`src/rtl/bitstuff_pkg.sv`:
```
package bitstuff_pkg;
  // strobes from the control to the datapath
  typedef struct packed {
    logic stuffSel;  // a stuffed 0 is owed this cycle
    logic countInc;  // a stuffed 0 transfers this cycle
    logic countClr;  // frame start
  } stuff_strobe_t;
endpackage

```
`src/rtl/bitstuff_ctrl.sv`:
```
module bitstuff_ctrl
  import bitstuff_pkg::*;
#(
  parameter int RUN_LEN = 5
) (
  input  logic          clk,
  input  logic          rst_n,
  input  logic          frameStart,
  input  logic          inValid,
  input  logic          inBit,
  input  logic          outReady,
  output stuff_strobe_t strobe
);
  localparam int RUN_W = (RUN_LEN > 1) ? $clog2(RUN_LEN) : 1;
  localparam logic [RUN_W-1:0] LAST_ONE = RUN_W'(RUN_LEN - 1);

  logic [RUN_W-1:0] onesRun;
  logic             stuffOwed;
  logic             payloadFire;
  logic             stuffFire;

  assign payloadFire = !stuffOwed && inValid && outReady;
  assign stuffFire   = stuffOwed && outReady;

  always_ff @(posedge clk or negedge rst_n) begin
    if (!rst_n) begin
      onesRun   <= '0;
      stuffOwed <= 1'b0;
    end else if (frameStart) begin
      onesRun   <= '0;
      stuffOwed <= 1'b0;
    end else if (stuffFire) begin
      onesRun   <= '0;
      stuffOwed <= 1'b0;
    end else if (payloadFire) begin
      if (!inBit) begin
        onesRun <= '0;
      end else if (onesRun == LAST_ONE) begin
        onesRun   <= '0;
        stuffOwed <= 1'b1;
      end else begin
        onesRun <= onesRun + 1'b1;
      end
    end
  end

  always_comb begin
    strobe.stuffSel = stuffOwed;
    strobe.countInc = stuffFire;
    strobe.countClr = frameStart;
  end
endmodule

```
`src/rtl/bitstuff_dp.sv`:
```
module bitstuff_dp
  import bitstuff_pkg::*;
#(
  parameter int CNT_W = 8
) (
  input  logic             clk,
  input  logic             rst_n,
  input  stuff_strobe_t    strobe,
  input  logic             inValid,
  input  logic             inBit,
  input  logic             outReady,
  output logic             inReady,
  output logic             outValid,
  output logic             outBit,
  output logic [CNT_W-1:0] stuffCount
);
  localparam logic [CNT_W-1:0] CNT_MAX = '1;

  assign outValid = strobe.stuffSel ? 1'b1 : inValid;
  assign outBit   = strobe.stuffSel ? 1'b0 : inBit;
  assign inReady  = !strobe.stuffSel && outReady;

  always_ff @(posedge clk or negedge rst_n) begin
    if (!rst_n) begin
      stuffCount <= '0;
    end else if (strobe.countClr) begin
      stuffCount <= '0;
    end else if (strobe.countInc && stuffCount != CNT_MAX) begin
      stuffCount <= stuffCount + 1'b1;
    end
  end
endmodule

```
`src/rtl/bitstuff_inserter.sv`:
```
module bitstuff_inserter
  import bitstuff_pkg::*;
#(
  parameter int RUN_LEN = 5,
  parameter int CNT_W   = 8
) (
  input  logic             clk,
  input  logic             rst_n,
  input  logic             frameStart,
  input  logic             inValid,
  input  logic             inBit,
  output logic             inReady,
  output logic             outValid,
  output logic             outBit,
  input  logic             outReady,
  output logic [CNT_W-1:0] stuffCount
);
  stuff_strobe_t strobe;

  bitstuff_ctrl #(.RUN_LEN(RUN_LEN)) i_ctrl (
    .clk(clk), .rst_n(rst_n), .frameStart(frameStart),
    .inValid(inValid), .inBit(inBit), .outReady(outReady),
    .strobe(strobe)
  );

  bitstuff_dp #(.CNT_W(CNT_W)) i_dp (
    .clk(clk), .rst_n(rst_n), .strobe(strobe),
    .inValid(inValid), .inBit(inBit), .outReady(outReady),
    .inReady(inReady), .outValid(outValid), .outBit(outBit),
    .stuffCount(stuffCount)
  );
endmodule

```
`config.mk`:
```
export PLATFORM = sky130hd
export DESIGN_NAME = bitstuff_inserter
export DESIGN_NICKNAME = d
export VERILOG_FILES = /design/src/rtl/bitstuff_pkg.sv /design/src/rtl/bitstuff_ctrl.sv /design/src/rtl/bitstuff_dp.sv /design/src/rtl/bitstuff_inserter.sv
export SDC_FILE = /design/constraint.sdc
export NUM_CORES = 1
export LEC_CHECK = 0
export BUFFER_PORTS_ARGS = -buffer_cell sky130_fd_sc_hd__clkbuf_2
export CAP_MARGIN = 25
export CORE_UTILIZATION = 48
export CTS_CLUSTER_SIZE = 8
export DETAILED_ROUTE_END_ITERATION = 8
export HOLD_SLACK_MARGIN = 0.03
export PLACE_DENSITY = 0.72
export SLEW_MARGIN = 5
export SYNTH_ARGS = -nofsm -noshare
export SYNTH_HDL_FRONTEND = slang
export SYNTH_HIERARCHICAL = 1
export SYNTH_SLANG_ARGS = --single-unit
```
`constraint.sdc`:
```
create_clock -name clk -period 3.3 [get_ports clk]
set_input_delay 0.495 -clock clk [delete_from_list [all_inputs] [get_ports clk]]
set_output_delay 0.495 -clock clk [all_outputs]
set_load 0.1 [all_outputs]
```
==> Yosys cells after proc, flatten, opt, wreduce, memory -nomap -nowiden <==
Index checks and enable logic that the tools add are counted.
{ "word_totals": {"reg_bits": 12, "inputBits": 6, "output_inout_bits": 11, "wordCells": 32} }
{ "op_classes": {"add_sub_neg": 2, "eq_ne": 2, "mux": 14, "reduce_logical": 11} }
{ "op_table": {"columns": ["cell", "count"], "rows": [
  ["2-to-1 mux 8 bit", 2],
  ["2-to-1 mux 3 bit", 5],
  ["nonzero test 3 bit", 3],
  ["adder 8 x 1 -> 8 bit (second input constant)", 1],
  ["inequality test 8 bit (second input constant)", 1],
  ["2-to-1 mux 1 bit", 7],
  ["logical AND 1 bit", 5],
  ["adder 3 x 1 -> 3 bit (second input constant)", 1],
  ["equality test 3 bit (second input constant)", 1],
  ["AND reduction 3 bit", 1],
  ["nonzero test 2 bit", 1],
  ["zero test 1 bit", 1]
]} }

==> Depth between registers and ports, before layout <==
Gate-level depths: netlist of the first run.
{ "depth": {"ltp_word": 6, "mapped_depth": 6, "mapped_depth_nobuf": 5} }

==> By module <==
The synthesis of the first run kept the hierarchy.
{ "by_module_without_submodules": {"columns": ["module", "n_inst", "cells_per_inst", "area_each_um2", "seq_area_each_um2"], "rows": [
  ["bitstuff_dp", 1, 50, 524.3, 200.2],
  ["bitstuff_ctrl", 1, 27, 270.3, 100.1]
]} }

==> Worst setup path after synthesis of the first run <==
OpenSTA, ideal clock, no wires.
{ "synth_path": {"path_kind": "register to output", "startpoint": "reg i_ctrl.stuffOwed", "endpoint": "out inReady", "arrival_ps": 1857, "t_required_ps": 2805, "path_slack_ps": 948, "stages_incl_launch_ff": 3, "n_path_buf": 1, "path_cell_list": "dfrtp_1 -> buf_4 -> nor2b_1"} }
{ "synth_between": {"elab_chain_len": 2} }
{ "synth_rtl": {"columns": ["item", "line", "rtl"], "rows": [
  ["start: declaration", "bitstuff_ctrl.sv:18", "logic stuffOwed;"],
  ["start signal: assignment", "bitstuff_ctrl.sv:28", "stuffOwed <= 1'b0;"],
  ["start signal: assignment", "bitstuff_ctrl.sv:31", "stuffOwed <= 1'b0;"],
  ["start signal: assignment", "bitstuff_ctrl.sv:34", "stuffOwed <= 1'b0;"],
  ["zero test 1 bit", "bitstuff_dp.sv:21", "assign inReady = !strobe.stuffSel && outReady;"],
  ["logical AND 1 bit", "bitstuff_dp.sv:21", null],
  ["end: declaration", "bitstuff_inserter.sv:12", "output logic inReady,"]
]} }
No other way between the ends.

==> Worst setup path in the final report of the first run <==
{ "layout_path": {"startpoint": "reg i_ctrl.stuffOwed", "endpoint": "out outValid"} }
{ "layout_between": {"elab_chain_len": 1} }
{ "layout_rtl": {"columns": ["item", "line", "rtl"], "rows": [
  ["2-to-1 mux 1 bit", "bitstuff_dp.sv:19", "assign outValid = strobe.stuffSel ? 1'b1 : inValid;"],
  ["end: declaration", "bitstuff_inserter.sv:13", "output logic outValid,"]
]} }
No other way between the ends.

==> metrics.md, run 1 <==
| Metric | Value |
|---|---|
| Run status | finished, final reports clean |
| Max-slew headroom | a little under two thirds |
| Die Outline Area | between 1500 and 2000 um^2 |
| Count of synthesis-stage warnings from yosys | 6 |
| Delay-heaviest family, CP | flip-flops |
| Maximum number of pins on one net before global-route repair | 18 |
| Total buffers and inverters traversed by the critical path | 1 |
| Post-route clock period utilization | 57.0% |
| Root buffer selected by CTS | clkbuf_4 |
| Setup repair after global routing missed its margin | false |
| Antenna violations before repair | 0 |
| EDFF count, synth | 0 |
| Sinks on Clock Net | 12 |
| Synth unique cells | 36 |
| Fraction of registers with async set or reset after synthesis | 100% |
| Crit. End Element | primary output |
| Final slew viol count | 0 |
| Share of the synthesized area in the top cell type | 37.8% |
| Post-route ant nets | 0 |
| Synth area leader | dfrtp_1 |
| CP max stage delay | approximately 0.44 ns |
| Cell internal pwr | slightly below 200 uW |
| Synthesized area | between 700 and 800 um^2 |
| Post-layout minimum cycle time | around 1.9 ns |
| First-pass GRT wire length | around 2400 um |
| Most used standard cells in the synthesized netlist | dfrtp_1 (12), nor2_1 (7), nor2b_1 (6), mux2_4 (4) |
| Clock network fraction of design power | 31.9% |
| Worst-case clock skew | 0.00245 ns |
| Beginning of the critical path | i_ctrl/stuffOwed |
| Mapped Nets | 86 |
| Number of cells in the design after placement | approximately 100 |
| Resized cells post-CTS | 0 |
| Final non-filler cell total | approximately 110 |
| Combinational Power Share | between 10 and 15% |
| Number of standard cells after synthesis | 77 |
| Register bit total from synthesis | 12 |
| Final hold violation count | 0 |
| Cell Rows | 14 |
| Die Y-Extent | ~43 um |
| Via count of the first global-routing pass | 518 |
| CORE AREA | 1520 um^2 |
| Number of top-level design ports | 17 |
| Power spent charging and discharging nets | just over 70 uW |
| Router iterations before antenna repair | 4 |
| Most repeated cell in the gate-level netlist after synthesis | dfrtp_1 |
| Final net count | a little over 100 |
| TritonCTS buffer count | 3 |
| Total Negative Setup Slacks | 0 ns |
| Post-synthesis sequential area ratio | a little under two fifths |
| Clock latency at the later pin of the worst-skew pair | around 0.27 ns |
| Routability Congestion | a little under 0.8 |
| Post-CTS Hold Fix Bufs | 0 |
| Maximum root-to-sink buffer count | 2 |
| Detailed Place HPWL | 1070 um |
| Slowest cell on the critical path | dfrtp_1 |
| Largest fanout on the critical path | 7 |
| Post-CTS setup buffer count | 0 |
| Overall global routing resource usage | 17.5% |
| Max capacitance violation total | 0 |
| Most common flop cell mapped by yosys | dfrtp_1 |
| Required time of the worst setup path | approximately 2.8 ns |
| Maximum vdd ir drop | ~240 uV |
| Setup violations, final | 0 |
| Internal reg-to-reg setup slack | between 1.5 and 2 ns |
| Hold Path Class | input pin to asynchronous set/reset pin |
| Achievable clock frequency | between 500 and 600 MHz |
| Post-detailed-routing wire length | between 1000 and 1500 um |
| Horizontal die dimension | 42.7 um |
| Count of input and output buffers | 16 |
| DRC violation count after routing | 0 |
| Layout cells sized above 1 | 35.2% |
| Layout overhead on the synthesized area | 10.7% |
| Pwr/cell area | a little over 300 nW/um^2 |
| Register share of total power | between 50% and 60% |
| Actual transition at the worst max-transition pin | approximately 0.54 ns |
| Clock Pin Slew Worst Setup and Hold Paths | ~0.070 ns |
| Diodes inserted | 0 |
| Detailed Route Iter0 Violations | 17 |
| Leakage component of the power | ~0.00042 uW |
| Cell types occupying the most area after synthesis | dfrtp_1 (38%), mux2_4 (7.6%), ha_1 (4.7%), nor2b_1 (4.7%), nor2_1 (3.3%) |
| Effective utilization at floorplan | a little over half |
| Crit path launch type | flip-flop |
| Total vias in the final route | around 640 |
| FF-to-FF End | i_dp/stuffCount[5] |
| Routed wire length per instance | between 10 and 15 um |
| Data arrival time of the worst path | 1.39 ns |
| Worst reg2reg path depth | 4 |
| DR vias/cell | 5.95 |
| TritonCTS clock tree | done |
| Reg-to-reg critical path startpoint | i_dp/stuffCount[0] |
| Crit-path cells | or2_2 -> clkbuf_2 |
| Average cell area after synthesis | 10.3 um^2 |
| Net Sw Frac | 26.3% |
| Gr ovfl total | 0 |
| Critical path class | flip-flop to primary output |
| Number of levels the H-tree was split into | 1 |
==> sequential cells by signal, summed over array words and instances (netlist names) <==
signal / count
i_dp/stuffCount: 8
i_ctrl/onesRun: 3
i_ctrl/stuffOwed: 1
==> per-layer routing <==
layer  GRT usage (%)  routed length (um)  vias up
li1                -                   -      312
met1            23.3                 687      303
met2            24.8                 690       20
met3            7.66                  81        2
met4            6.88                  10        0
met5               0                   0        -
==> worst reg2reg max path: cells and delay by family (launching register included) <==
family | cells | cell delay [ns]
DFF | 1 | 0.45
and+or+nand+nor | 1 | 0.25
adders and majority gates | 1 | 0.28
AOI/OAI and AO/OA | 1 | 0.26
muxes | 1 | 0.32
==> area by class of cell <==
class / count / area [um^2]
sequential: 12 / 300
timing repair buffer: 16 / 80.1
fill: 131 / 644
inverter: 3 / 11.3
multi-input combinational: 57 / 445
clock buffer: 3 / 22.5
tap: 16 / 20.0
==> cell families (layout without fill, tap and decap cells) <==
kind of cell / after synthesis / after routing / share of synthesized area [%]
buffers and inverters: 8 / 22 / 6.14
multiplexers: 5 / 5 / 8.82
flip-flops: 12 / 12 / 37.8
AO/OA/AOI/OAI: 16 / 16 / 17.2
AND/OR/NAND/NOR: 33 / 33 / 25.4
adder cells (fa/ha/maj): 3 / 3 / 4.72
==> power groups by stage <==
stage	Combinational, uW	Clock, uW	Sequential [uW]
2_1_floorplan	25.3	0	151
3_3_place_gp	34.3	0	151
6_report	34.5	85.9	148
5_1_grt	36.9	96.1	148
4_1_cts	34.8	92.1	148
3_5_place_dp	34.7	0	151
==> metrics by stage <==
stage	power [uW]	setup slack [ns]	util (%)	area (um^2)	hold slack (ns)
2_1_floorplan	176	0.948	-	795	0.199
3_3_place_gp	186	1.59	56.2	857	0.395
3_5_place_dp	186	1.58	56.2	857	0.399
4_1_cts	275	1.41	57.7	880	0.103
5_1_grt	282	1.37	57.7	880	0.116
6_report	269	1.42	57.7	880	0.100
==> placed cells by master, fill, tap and decap left out, types with 2 or more instances in the layout <==
cell type and instances:
nor2b_1 6, nor2_1 7, clkbuf_2 16, mux2_4 4, a21oi_1 3, and4_1 2, dfrtp_1 12, nand2b_1 2
a21oi_2 2, inv_1 3, ha_1 3, a22o_1 2, nand2_1 3, nand4_1 3, clkbuf_4 3
==> worst max-delay path by stage <==
| stage | slack, ns | depth (start not counted) | to |
|---|---|---|---|
| after floorplan | 0.95 | 2 | inReady |
| after global placement | 1.59 | 3 | outValid |
| after detailed placement | 1.58 | 6 | i_dp/stuffCount[5] |
| after CTS | 1.41 | 2 | outValid |
| after global routing | 1.37 | 2 | outValid |
| final | 1.42 | 2 | outValid |
Note: power is estimated with default switching activity, not from simulation.
==> run 2: changes to the inputs <==
Clock period 3.3 ns to 1.9 ns, I/O delays scaled along.
==> run 2 against run 1 <==
Compared with the run above:
- setup slack got worse by 1.2 ns
- cell area up 3.6%
- non-clock buffer count rose by 1
- clock power up 140%
- sequential share of layout area down 0.35 points
- cell count increased by 1.9%
- clock skew rose by 0.0050 ns
- sequential power rose by 74%
- power up 94%
- global-route usage rose by 0.10 points
- combinational power is 78% higher
- critical endpoint unchanged
- largest cell class unchanged
==> metrics.md, run 2 (synthesized netlist as in run 1, its figures left out) <==
| Metric | Value |
|---|---|
| Run status | finished, final reports clean |
| Horizontal die dimension | 42.7 um (unchanged) |
| Final net count | 103 (+0.98%) |
| Required time of the worst setup path | 1.62 ns (-1.18 ns) |
| CORE AREA | 1520 um^2 (unchanged) |
| Detailed Place HPWL | 997 um (-7.1%) |
| Via count of the first global-routing pass | 579 (+12%) |
| Worst-case clock skew | 0.00742 ns (+0.00497 ns) |
| Post-Route M1 WL | 748 um (+8.9%) |
| Post-layout minimum cycle time | around 1.7 ns |
| Max capacitance violation total | 0 (unchanged) |
| Start point of the worst min-delay path | outReady |
| Diodes inserted | 0 (unchanged) |
| Number of top-level design ports | 17 (unchanged) |
| Largest fanout on the critical path | 7 (unchanged) |
| Max reg flops | 8 (unchanged) |
| Max-slew headroom | 64.1% (+0.19 points) |
| Layout overhead on the synthesized area | 14.6% |
| Actual transition at the worst max-transition pin | 0.541 ns (-0.00287 ns) |
| Clock latency at the later pin of the worst-skew pair | 0.28 ns (about the same) |
| Gr ovfl total | 0 (unchanged) |
| Final instance area | 911 um^2 (+3.6%) |
| Power spent charging and discharging nets | 133 uW (+89%) |
| Post-route core utilization | 59.8% (+2.1 points) |
| Root buffer selected by CTS | clkbuf_4 |
| Routed wire length per instance | 12.9 um (-5.9%) |
| Post-route ant nets | 0 (unchanged) |
| Number of levels the H-tree was split into | 1 (unchanged) |
| Crit. End Element | primary output |
| Met2 Routed Length | 588 um (-15%) |
| Post-CTS setup buffer count | 0 (unchanged) |
| Resized cells post-CTS | 0 (unchanged) |
| Die Outline Area | 1820 um^2 (unchanged) |
| Top flop regs | i_dp/stuffCount: 8 flops, i_ctrl/onesRun: 3 flops, i_ctrl/stuffOwed: 1 flops |
| Final hold violation count | 0 (unchanged) |
| Die Y-Extent | 42.7 um (unchanged) |
| Clock Pin Slew Worst Setup and Hold Paths | 0.08 ns (about the same) |
| Post-detailed-routing wire length | 1410 um (-4.1%) |
| Critical path class | flip-flop to primary output |
| Router iterations before antenna repair | 4 (unchanged) |
| Register share of total power | 49.3% (-5.9 points) |
| First-pass GRT wire length | 2420 um (+2.9%) |
| Maximum root-to-sink buffer count | 2 (unchanged) |
| DR WL met3 | 72 um (-11%) |
| Setup violations, final | 0 (unchanged) |
| Layout cells sized above 1 | 41.9% (+6.8 points) |
| Number of fillers in the final layout | 131 (unchanged) |
| Maximum vdd ir drop | 336 uV (+42%) |
| Sinks on Clock Net | 12 (unchanged) |
| Commonest non-fill, non-tap cell in the layout | clkbuf_2 |
| Data arrival time of the worst path | 1.40 ns (about the same) |
| Post-route clock period utilization | roughly 89% |
| Cell Rows | 14 (unchanged) |
| Achievable clock frequency | a little under 600 MHz |
| Beginning of the critical path | i_ctrl/stuffOwed |
| Net Sw Frac | 25.6% (-0.74 points) |
| Hold Path Class | input pin to flip-flop |
| Combined flip-flop and latch cell area | 308 um^2 (+2.5%) |
| Antenna violations before repair | 0 (unchanged) |
| Leakage component of the power | 0.000420 uW (+0.31%) |
| TritonCTS buffer count | 3 (unchanged) |
| Final worst hold slack | 0.373 ns (+0.273 ns) |
| Total vias in the final route | 633 (-0.63%) |
| Max layer used | met3 |
| Final slew viol count | 0 (unchanged) |
| Maximum number of pins on one net before global-route repair | 18 (unchanged) |
| Multi-input combinational cell area | 445 um^2 (unchanged) |
| Register name with the most flops | i_dp/stuffCount |
| Pwr/cell area | 573 nW/um^2 (+87%) |
| Count of input and output buffers | 16 (unchanged) |
| TritonCTS clock tree | done |
| DRC violation count after routing | 0 (unchanged) |
| Clock network fraction of design power | 38.9% (+7.0 points) |
| Crit path launch type | flip-flop |
| Detailed Route Iter0 Violations | 12 (-5) |
| Reg-to-reg critical path startpoint | i_ctrl/stuffOwed |
| Setup repair after global routing missed its margin | false |
| Leading cell types in the layout, fill and taps excluded | clkbuf_2 (16), nor2_1 (7), dfrtp_1 (6), nor2b_1 (6), dfrtp_2 (6) |
| DR vias/cell | 5.81 (-2.5%) |
| Total Negative Setup Slacks | 0 ns (unchanged) |
| Overall global routing resource usage | 17.6% (+0.10 points) |
| Effective utilization at floorplan | 52.1% (unchanged) |
| Post-CTS Hold Fix Bufs | 1 (+1) |
| Combinational Power Share | 11.8% (-1.0 points) |
| Cell internal pwr | 388 uW (+96%) |
| Routability Congestion | 0.829 (+7.8%) |
| Standard cell area after detailed placement | 865 um^2 (+0.88%) |
## run 2: power groups by stage
stage / clock (uW) / combinational (uW) / sequential [uW]
after floorplan: 0 / 43.9 / 262
after global routing: 222 / 66.9 / 258
after CTS: 211 / 61.9 / 257
after detailed placement: 0 / 60.3 / 263
final: 203 / 61.4 / 257
after global placement: 0 / 59.8 / 263
## run 2: final timing paths
check,endpoint,slack (ns),cells past startpoint
setup / recovery,outValid,0.22,2
hold / removal,i_ctrl/stuffOwed,0.37,3
setup reg to reg,i_dp/stuffCount[5],0.29,5
hold reg to reg,i_ctrl/onesRun[1],0.55,1
max in group asynchronous,i_dp/stuffCount[0],1.22,2
min in group asynchronous,i_ctrl/stuffOwed,0.42,2
## run 2: final cells by class
class	instances	share of cell area, %
multi-input combinational	57	48.9
inverter	3	1.24
tap	16	2.20
sequential	12	33.8
timing repair buffer	17	9.89
clock buffer	4	3.98
## run 2: routing by layer
metal	up-vias	track usage (%)
met5	-	0
met4	0	3.75
met3	0	6.38
met2	16	27.6
met1	305	23.4
li1	312	-
## run 2: per-stage QoR
stage / std cells / setup WS (ns) / total power (uW)
6_report: 109 / 0.216 / 522
5_1_grt: 109 / 0.156 / 547
4_1_cts: 109 / 0.209 / 531
3_5_place_dp: 104 / 0.305 / 323
3_3_place_gp: 104 / 0.327 / 322
2_1_floorplan: 77 / -0.242 / 306
## run 2: critical path: stages, from the launching register on
cell	delay, ns
dfrtp_1	0.44
or2_2	0.31
clkbuf_2	0.37
